## src/rtl/tsc_pkg.sv

```systemverilog
package tsc_pkg;
    typedef enum logic {
        SEL_NSEC = 1'b0,
        SEL_SEC  = 1'b1
    } rd_sel_e;
endpackage

```

## src/rtl/tsc_hold.sv

```systemverilog
module tsc_hold #(
    parameter int SEC_W = 32,
    parameter int NS_W  = 30
) (
    input  logic             clk_i,
    input  logic             rst_ni,
    input  logic             cap_req_i,
    input  logic             overwrite_i,
    input  logic             consume_i,
    input  logic [SEC_W-1:0] time_sec_i,
    input  logic [NS_W-1:0]  time_nsec_i,
    output logic [SEC_W-1:0] sec_o,
    output logic [NS_W-1:0]  nsec_o,
    output logic             empty_o,
    output logic             drop_o,
    output logic             cap_take_o
);
    typedef struct packed {
        logic [SEC_W-1:0] sec;
        logic [NS_W-1:0]  nsec;
        logic             empty;
        logic             drop;
    } hold_t;

    hold_t st_d, st_q;
    logic  take;

    always_comb begin
        st_d = st_q;
        take = cap_req_i & (st_q.empty | overwrite_i | consume_i);
        if (consume_i) begin
            st_d.empty = 1'b1;
            st_d.drop  = 1'b0;
        end
        if (take) begin
            st_d.sec   = time_sec_i;
            st_d.nsec  = time_nsec_i;
            st_d.empty = 1'b0;
        end else if (cap_req_i) begin
            st_d.drop  = 1'b1;
        end
    end

    always_ff @(posedge clk_i) begin
        if (!rst_ni) begin
            st_q.sec   <= '0;
            st_q.nsec  <= '0;
            st_q.empty <= 1'b1;
            st_q.drop  <= 1'b0;
        end else begin
            st_q <= st_d;
        end
    end

    assign sec_o      = st_q.sec;
    assign nsec_o     = st_q.nsec;
    assign empty_o    = st_q.empty;
    assign drop_o     = st_q.drop;
    assign cap_take_o = take;
endmodule

```

## src/rtl/tsc_read_port.sv

```systemverilog
module tsc_read_port
    import tsc_pkg::*;
(
    input  logic    clk_i,
    input  logic    rst_ni,
    input  logic    rd_en_i,
    input  rd_sel_e rd_sel_i,
    input  logic    cap_take_i,
    output logic    consume_o
);
    typedef struct packed {
        logic armed;
    } port_t;

    port_t st_d, st_q;

    always_comb begin
        st_d = st_q;
        if (cap_take_i)
            st_d.armed = 1'b0;
        else if (rd_en_i)
            st_d.armed = (rd_sel_i == SEL_NSEC);
    end

    always_ff @(posedge clk_i) begin
        if (!rst_ni) st_q.armed <= 1'b0;
        else         st_q <= st_d;
    end

    assign consume_o = rd_en_i & (rd_sel_i == SEL_SEC) & st_q.armed;
endmodule

```

## src/rtl/tsc_read_mux.sv

```systemverilog
module tsc_read_mux
    import tsc_pkg::*;
#(
    parameter int SEC_W  = 32,
    parameter int NS_W   = 30,
    parameter int DATA_W = 32
) (
    input  rd_sel_e           rd_sel_i,
    input  logic [SEC_W-1:0]  sec_i,
    input  logic [NS_W-1:0]   nsec_i,
    input  logic              empty_i,
    input  logic              drop_i,
    output logic [DATA_W-1:0] data_o
);
    localparam int FLAG_BIT = DATA_W - 1;
    localparam int DROP_BIT = DATA_W - 2;

    always_comb begin
        data_o = '0;
        if (rd_sel_i == SEL_SEC) begin
            data_o[SEC_W-1:0] = sec_i;
        end else begin
            data_o[NS_W-1:0] = nsec_i;
            data_o[DROP_BIT] = drop_i;
            data_o[FLAG_BIT] = empty_i;
        end
    end
endmodule

```

## src/rtl/tx_ts_capture.sv

```systemverilog
module tx_ts_capture
    import tsc_pkg::*;
#(
    parameter int SEC_W  = 32,
    parameter int NS_W   = 30,
    parameter int DATA_W = 32
) (
    input  logic              clk_i,
    input  logic              rst_ni,
    input  logic [SEC_W-1:0]  time_sec_i,
    input  logic [NS_W-1:0]   time_nsec_i,
    input  logic              sof_i,
    input  logic              ts_req_i,
    input  logic              overwrite_i,
    input  logic              rd_en_i,
    input  logic              rd_sel_i,
    output logic [DATA_W-1:0] rd_data_o
);
    logic             cap_req;
    logic             cap_take;
    logic             consume;
    logic [SEC_W-1:0] hold_sec;
    logic [NS_W-1:0]  hold_nsec;
    logic             hold_empty;
    logic             hold_drop;
    rd_sel_e          sel;

    assign cap_req = sof_i & ts_req_i;
    assign sel     = rd_sel_e'(rd_sel_i);

    tsc_hold #(.SEC_W(SEC_W), .NS_W(NS_W)) u_hold (
        .clk_i       (clk_i),
        .rst_ni      (rst_ni),
        .cap_req_i   (cap_req),
        .overwrite_i (overwrite_i),
        .consume_i   (consume),
        .time_sec_i  (time_sec_i),
        .time_nsec_i (time_nsec_i),
        .sec_o       (hold_sec),
        .nsec_o      (hold_nsec),
        .empty_o     (hold_empty),
        .drop_o      (hold_drop),
        .cap_take_o  (cap_take)
    );

    tsc_read_port u_port (
        .clk_i      (clk_i),
        .rst_ni     (rst_ni),
        .rd_en_i    (rd_en_i),
        .rd_sel_i   (sel),
        .cap_take_i (cap_take),
        .consume_o  (consume)
    );

    tsc_read_mux #(.SEC_W(SEC_W), .NS_W(NS_W), .DATA_W(DATA_W)) u_mux (
        .rd_sel_i (sel),
        .sec_i    (hold_sec),
        .nsec_i   (hold_nsec),
        .empty_i  (hold_empty),
        .drop_i   (hold_drop),
        .data_o   (rd_data_o)
    );
endmodule

```

## config.mk

```make
export PLATFORM = sky130hd
export DESIGN_NAME = tx_ts_capture
export DESIGN_NICKNAME = d
export VERILOG_FILES = /design/src/rtl/tsc_pkg.sv /design/src/rtl/tsc_hold.sv /design/src/rtl/tsc_read_port.sv /design/src/rtl/tsc_read_mux.sv /design/src/rtl/tx_ts_capture.sv
export SDC_FILE = /design/constraint.sdc
export NUM_CORES = 1
export LEC_CHECK = 0
export CAP_MARGIN = 10
export CORE_MARGIN = 3
export CORE_UTILIZATION = 68
export CTS_CLUSTER_SIZE = 10
export DETAILED_ROUTE_END_ITERATION = 8
export DONT_BUFFER_PORTS = 1
export MAX_ROUTING_LAYER = met4
export PLACE_DENSITY = 0.84
export SYNTH_ARGS = -nofsm -noshare
export SYNTH_HDL_FRONTEND = slang
export SYNTH_HIERARCHICAL = 1
export SYNTH_SLANG_ARGS = --single-unit
```

## constraint.sdc

```tcl
create_clock -name clk_i -period 2.5 [get_ports clk_i]
set_input_delay 0.25 -clock clk_i [delete_from_list [all_inputs] [get_ports clk_i]]
set_output_delay 0.25 -clock clk_i [all_outputs]
set_load 0.1 [all_outputs]
```

After elaboration in Yosys (flattened, before gate mapping):

Index checks and enable logic that the tools add are counted.

* flip-flop bits (word level): 65
* logic and storage cells: 20
* output and inout bits: 32

* reduce and logical (&&, ||, !) cells: 2
* mux-type cells: 5
* bitwise gates (word level): 8

Operators by type and width (number)
* 2-to-1 mux 32 bit: 1
* AND 1 bit: 4
* 2-to-1 mux 1 bit: 3
* 2-to-1 mux 2 bit: 1
* inverter 1 bit: 2
* OR 1 bit: 2
* nonzero test 2 bit: 1
* OR reduction 2 bit: 1

Longest topological paths before layout:

Gate-level depths: netlist of the first run.

* word-level depth: 5
* mapped depth: 5

By module:

Netlist of the first run, hierarchy kept.

By module, submodules not included
* tsc_hold: cells each 277, times used 1, seq. area each 1281.2 um2, area an instance 2597.5 um2
* tsc_read_mux: cells each 36, times used 1, seq. area each 0.0 um2, area an instance 544.3 um2
* tsc_read_port: cells each 5, times used 1, seq. area each 20.0 um2, area an instance 50.0 um2
* tx_ts_capture: cells each 1, times used 1, seq. area each 0.0 um2, area an instance 6.3 um2

Least setup slack after synthesis of the first run:

OpenSTA, ideal clock, no wires.

* kind: reg-to-reg
* start: register u_port.st_q
* end: register u_port.st_q
* cell stages (with the launch flop): 6
* path slack: 1.087 ns
* period minus slack after synthesis: 1.413 ns
* arrival: 1.309 ns
* data required time: 2.396 ns
* setup time: 0.104 ns
* path buffers: 2
* cells stage by stage: dfxtp_1 -> and3_2 -> o31a_1 -> buf_6 -> buf_12 -> a2111oi_2

* word-level cells in the longest chain between the ends: 4

Ends and longest elaborated chain
* start: declaration: line tsc_read_port.sv:15 `port_t st_d, st_q;`
* start signal: assignment: line tsc_read_port.sv:27 `else st_q <= st_d;`
* AND 1 bit: line tsc_read_port.sv:30 `assign consume_o = rd_en_i & (rd_sel_i == SEL_SEC) & st_q.armed;`
* named net consume: line tx_ts_capture.sv:21 `logic consume;`
* OR 1 bit: line tsc_hold.sv:30 `take = cap_req_i & (st_q.empty | overwrite_i | consume_i);`
* AND 1 bit: line tsc_hold.sv:30
* named net cap_take: line tx_ts_capture.sv:20 `logic cap_take;`
* OR reduction 2 bit (no line)

The timed path passes the listed nets, and every way through them passes these cells.
A chain may end at the register's enable or synchronous reset.

Final worst setup path of the first run:

Ends and elaborated chain as after synthesis.

==> flow_metrics.py, run 1 <==
metrics = {
    "synthesis": {
        "synthMuxAreaShare_pct": 34.2,
        "synthesis.nets": 388,
        "syn_inst": 319,
        "ys_warn_count": 6,
        "syn_area_um2": 3200,
        "synth-simple-area-share_pct": 15.5,
        "synth_top_family_by_area": "multiplexers",
        "synth_compound_area_share_pct": 1.21,
        "yosysUniqueCellTypes": 18,
        "synth_top_area_share_pct": 40.7,
        "synthArstFlopShare_pct": 0,
        "synth_ff_type": "dfxtp_1",
        "yosysSeqAreaShare_pct": 40.7,
        "synth_xor_xnor_area_share_pct": 0,
        "synth-seq-cells": 65,
        "ys_top_cells_by_area": "dfxtp_1 (41%), mux2i_1 (19%), nand2_1 (15%)",
        "synthAdderAreaFrac_pct": 0,
        "syn_area_per_cell_um2": 10.0,
        "ys_top_cells_by_count": "nand2_1 (124), dfxtp_1 (65), mux2i_1 (62)",
        "post-synth-top-count-cell": "nand2_1",
        "synth_edf_count": 0,
        "synth.largest_area_cell": "dfxtp_1",
    },
    "critical_path": {
        "timing.rr.end": "u_port/st_q",
        "r2r_cells": 5,
        "crit_required_ns": 2.77,
        "startpoint_type": "register",
        "crit_path_end_kind": "register",
        "slowest_stage": "dlygate4sd3_1",
        "path_cells": "and3_2 -> o31a_2 -> buf_12 -> a2111oi_2 -> dlygate4sd3_1",
        "crit_type": "register to register",
        "worstPathArrival_ns": 2.57,
        "r2r_start": "u_port/st_q",
        "regToRegSetupSlack_ns": 0.20,
        "slowest_delay_ns": 0.58,
        "path_max_fanout": 25,
    },
    "drt": {
        "routedWlPerCell_um": 15.2,
        "first_pass_iters": 6,
        "ant_nets": 0,
        "vias_per_cell": 5.49,
        "drt_iter0_markers": 77,
        "wl_um": 5580,
        "vias": 2013,
        "route.detailed.drc": 0,
    },
    "cts": {
        "cts_buffers": 9,
        "insertion_delay_ns": 0.32,
        "post_cts_buffers": 0,
        "cts.path.max_buffers": 2,
        "clkSlewWorstSetupHoldPaths_ns": 0.07,
        "tritoncts": "yes",
        "htreeDepth": 3,
        "clock-sinks": 65,
        "clockRootBuffer": "clkbuf_8",
    },
    "placed_design": {
        "gp_congestion": 0.704,
        "port_buffers": 0,
        "hpwl_um": 3730,
    },
    "floorplan": {
        "core_area_um2": 4440,
        "ios": 101,
        "dieWidth_um": 74.6,
        "row_count": 24,
        "initial_core_util_pct": 72.0,
        "dieArea_um2": 5560,
        "die_h_um": 74.6,
    },
    "layout": {
        "drive_gt1_share_pct": 16.2,
        "synthToLayoutAreaGrowth_pct": 1.10,
        "nets": 379,
        "diodes": 0,
    },
    "timing": {
        "fin_crit_ns": 2.30,
        "fin_skew_ns": 0.00668,
        "tightest_slew_ns": 0.724,
        "fin_tns_setup_ns": 0,
        "drv_slew": 0,
        "max_clock_freq_mhz": 435,
        "finalSetupViolations": 0,
        "hold_violations": 0,
        "relSlewSlack_pct": 51.7,
        "finalHoldWorstSlack_ns": 0.0616,
        "fin_crit_sh_pct": 92.0,
        "rsz0062_at_grt": "no",
    },
    "flow_run": {
        "cap_violations": 0,
    },
    "worst_hold_path": {
        "worst_hold_startpoint": "time_nsec_i[4]",
        "hold_class": "input pin to register",
        "holdPathStages": 2,
        "holdPathEnd": "u_hold/nsec_o[4]",
    },
    "global_route": {
        "antenna_found_initial": 0,
        "track_usage_pct": 20.4,
        "grt_max_degree": 128,
        "grt_overflow_total": 0,
        "grt_pass1_vias": 1871,
        "grt_pass1_wl_um": 8280,
    },
    "power_and_ir_drop": {
        "p_leak_nw": 1.36,
        "power_density_nw_per_um2": 720,
        "ir_drop_mv": 0.576,
    },
    "outcome": {
        "status": "completed",
    },
}
repair_timing:
| item | in CTS | in global routing |
|---|---|---|
| hold buffers | 2 | 1 |
| gates resized for setup | 0 | 0 |
| hold endpoints to repair | 1 | 1 |
cells by family (layout without fill, tap and decap cells):
family,Yosys count,after routing
AOI/OAI and AO/OA,4,4
buffers and inverters,27,23
DFF,65,65
muxes,94,94
and+or+nand+nor,129,129
layout make-up:
class | instances | area, um^2
multi-input cells | 227 | 1630
fillers | 342 | 1210
repair buffers | 5 | 57.6
well taps | 52 | 65.1
clock buffers | 13 | 159
flip-flops and latches | 65 | 1300
inverters | 2 | 7.51
clock inverters | 3 | 15.0
where the power goes:
| part | switching, W | internal [W] | leakage (nW) | total [W] |
|---|---|---|---|---|
| registers | 0.0000273 | 0.00109 | 0.532 | 0.00112 |
| clock network | 0.000369 | 0.000410 | 0.0932 | 0.000779 |
| logic | 0.000310 | 0.000120 | 0.732 | 0.000430 |
| total | 0.000706 | 0.00162 | 1.36 | 0.00233 |
per-layer routing:
metal | track usage [%] | up-vias | part of all wire, %
met5 | - | - | 0
met3 | 6.89 | 7 | 6.8
met4 | 8.30 | 0 | 1.0
met2 | 33.6 | 62 | 48
li1 | - | 1025 | -
met1 | 22.6 | 919 | 45
cells in the final DEF (no fill, tap or decap), drive strengths merged:
cell         instances
clkinv               3
dfxtp               65
and2                 1
mux2                32
buf                  2
nand2              124
nor3b                1
o211a                1
a2111oi              1
and3                 1
clkbuf              13
nor2                 2
inv                  2
dlygate4sd3          3
o31a                 1
o21ai                1
mux2i               62
metrics by stage:
stage	worst slack (ns)	utilization, %	instances	cell area (um^2)	total power (W)
global route	0.107	72.7	367	3230	0.00242
finish	0.200	72.7	367	3230	0.00233
detailed placement	0.617	68.2	348	3030	0.00157
global placement	0.697	68.2	348	3030	0.00156
CTS	0.208	72.5	366	3220	0.00235
floorplan	1.09	-	319	3200	0.00161
worst max path at each step:
stage	to	cells past startpoint	start	slack, ns
floorplan	u_port/st_q	5	u_port/st_q	1.09
global placement	u_hold/sec_o[9]	4	u_port/st_q	0.70
detailed placement	u_hold/nsec_o[3]	4	u_port/st_q	0.62
CTS	u_port/st_q	5	u_port/st_q	0.21
global route	u_port/st_q	5	u_port/st_q	0.11
finish	u_port/st_q	5	u_port/st_q	0.20
critical path: cells and delay by family, from the launching register on:
kind | cells | cell delay, ns
compound gates | 2 | 0.87
buf+inv | 2 | 0.86
flops | 1 | 0.31
simple gates | 1 | 0.19
flip-flops by register name, indices dropped and copies added, names as in the netlist:
signal          flops
u_hold/empty_o      1
u_hold/sec_o       32
u_port/st_q         1
u_hold/nsec_o      30
u_hold/drop_o       1
No activity file was read; power rests on OpenSTA's default activity.
==> run 2, diff against run 1 <==
- CORE_UTILIZATION: 68 -> 63
- PLACE_DENSITY: 0.84 -> 0.79
- clock period: 2.5 -> 2.46 ns (I/O delays scaled with it)
==> run 2 against run 1 <==
  * Clock skew is 0.0024 ns lower
  * Utilization is 5.7 points lower
  * Clock power is 5.8% lower
  * Global-route usage is 0.78 points lower
  * Worst setup slack better by 0.25 ns
  * Sequential share of layout area is 0.062 points higher
  * Non-clock buffer count stayed put
  * Clock-buffer cell count is 1 lower
  * Register-to-register slack better by 0.25 ns
  * Final area is 0.15% lower
  * Via count is 0.25% higher
  * Critical path type unchanged
==> flow_metrics.py, run 2 (synthesized netlist as in run 1, its figures left out) <==
metrics = {
    "placed_design": {
        "port_buffers": 0,
        "post-place-cells": 363,
        "gp_congestion": 0.702,
        "hpwl_um": 3630,
    },
    "global_route": {
        "grt_pass1_vias": 2069,
        "met2_usage_pct": 32.3,
        "grt_max_degree": 128,
        "grt_overflow_total": 0,
        "track_usage_pct": 19.6,
        "grt_busiest_layer": "met2",
        "gr-usage-met1_pct": 21.7,
        "grt.met3_usage_pct": 5.05,
        "antenna_found_initial": 0,
        "grt_pass1_wl_um": 9050,
    },
    "cts": {
        "clock-sinks": 65,
        "cts.path.max_buffers": 2,
        "clkSlewWorstSetupHoldPaths_ns": 0.06,
        "htreeDepth": 3,
        "insertion_delay_ns": 0.33,
        "tritoncts": "yes",
        "cts_buffers": 9,
        "post_cts_buffers": 0,
        "clockRootBuffer": "clkbuf_8",
    },
    "layout": {
        "stdcell_count": 379,
        "drive_gt1_share_pct": 15.4,
        "utilization_pct": 67.0,
        "diodes": 0,
        "final_cell_mix": "nand2_1 (124), dfxtp_1 (65), mux2i_1 (62), mux2_4 (30), clkbuf_8 (10)",
        "final.fill_count": 426,
        "synthToLayoutAreaGrowth_pct": 0.939,
        "largest_reg_flops": 32,
        "nets": 379,
        "layout_commonest_cell": "nand2_1",
    },
    "power_and_ir_drop": {
        "p_leak_nw": 1.34,
        "p_comb_share_pct": 18.9,
        "p_seq_share_pct": 49.3,
        "ir_drop_mv": 0.370,
        "switching_share_pct": 30.4,
        "internal_power_w": 0.00161,
        "power.share.clock_pct": 31.8,
        "power.switching_w": 0.000700,
        "power_density_nw_per_um2": 714,
    },
    "critical_path": {
        "startpoint_type": "register",
        "path_max_fanout": 35,
        "crit_type": "register to register",
        "crit_required_ns": 2.74,
        "crit_path_end_kind": "register",
        "worstPathArrival_ns": 2.29,
    },
    "timing": {
        "tightest_slew_ns": 0.521,
        "fin_tns_setup_ns": 0,
        "fin_crit_ns": 2.01,
        "fin_skew_ns": 0.00424,
        "relSlewSlack_pct": 65.4,
        "rsz0062_at_grt": "no",
        "drv_slew": 0,
        "finalSetupViolations": 0,
        "hold_violations": 0,
        "max_clock_freq_mhz": 498,
        "fin_crit_sh_pct": 81.7,
    },
    "floorplan": {
        "ios": 101,
        "dieWidth_um": 77.3,
        "core_area_um2": 4820,
        "dieArea_um2": 5970,
        "initial_core_util_pct": 66.4,
        "row_count": 25,
        "die_h_um": 77.3,
    },
    "drt": {
        "first_pass_iters": 4,
        "route.detailed.drc": 0,
        "ant_nets": 0,
        "vias_per_cell": 5.32,
        "routedWlPerCell_um": 14.7,
        "drt_iter0_markers": 71,
        "wl_um": 5590,
        "vias": 2018,
    },
    "flow_run": {
        "cap_violations": 0,
    },
    "outcome": {
        "status": "completed",
    },
    "worst_hold_path": {
        "hold_class": "input pin to register",
    },
}
==> run 2: cell types whose count changed in the layout (fill, tap and decap cells not counted), sizes merged <==
cell    before  now
clkbuf      13   12
clkinv       3    1
==> run 2: timing repair <==
item | CTS | global route
hold buffers | 3 | 0
endpoints found under the hold margin | 2 | 0
resized for setup | 0 | 0
==> run 2: power by group through the flow <==
stage | Clock (W) | Combinational [W] | Sequential, W
2_1_floorplan | 0 | 0.000481 | 0.00115
3_3_place_gp | 0 | 0.000428 | 0.00116
3_5_place_dp | 0 | 0.000434 | 0.00116
4_1_cts | 0.000756 | 0.000439 | 0.00114
5_1_grt | 0.000806 | 0.000456 | 0.00114
6_report | 0.000734 | 0.000436 | 0.00114
==> run 2: final cells by class <==
type	instances	area [um^2]	area share (%)
multi-input cells	227	1630	50.4
flip-flops and latches	65	1300	40.3
clock buffers	12	145	4.50
well taps	67	83.8	2.60
repair buffers	5	57.6	1.78
inverters	2	7.51	0.233
clock inverters	1	5.00	0.155
==> run 2: critical path, cell delays in order, from the launching register on <==
cell and delay [ns]:
dfxtp_1 0.30, and3_2 0.18, o31a_2 0.32, buf_12 0.20, a2111oi_2 0.35, dlygate4sd3_1 0.59
==> run 2: layer usage <==
| metal | part of all wire [%] | vias up |
|---|---|---|
| met5 | 0 | - |
| met1 | 45 | 922 |
| met4 | 1.6 | 0 |
| met2 | 47 | 65 |
| li1 | - | 1021 |
| met3 | 6.9 | 10 |
==> run 2: stage by stage <==
stage	hold slack (ns)	worst slack, ns	instance area, um^2	power (W)
2_1_floorplan	0.335	1.05	3200	0.00163
3_3_place_gp	0.334	1.05	3050	0.00159
3_5_place_dp	0.339	1.01	3050	0.00159
4_1_cts	0.0383	0.469	3230	0.00233
5_1_grt	0.0441	0.363	3230	0.00240
6_report	0.0518	0.451	3230	0.00231
==> run 2: worst paths after layout <==
kind                     from                 to  slack [ns]  cells past startpoint
max reg2reg       u_port/st_q        u_port/st_q        0.45                      5
max               u_port/st_q        u_port/st_q        0.45                      5
min           time_nsec_i[24]  u_hold/nsec_o[24]        0.05                      2
min reg2reg  u_hold/nsec_o[8]   u_hold/nsec_o[8]        0.46                      2
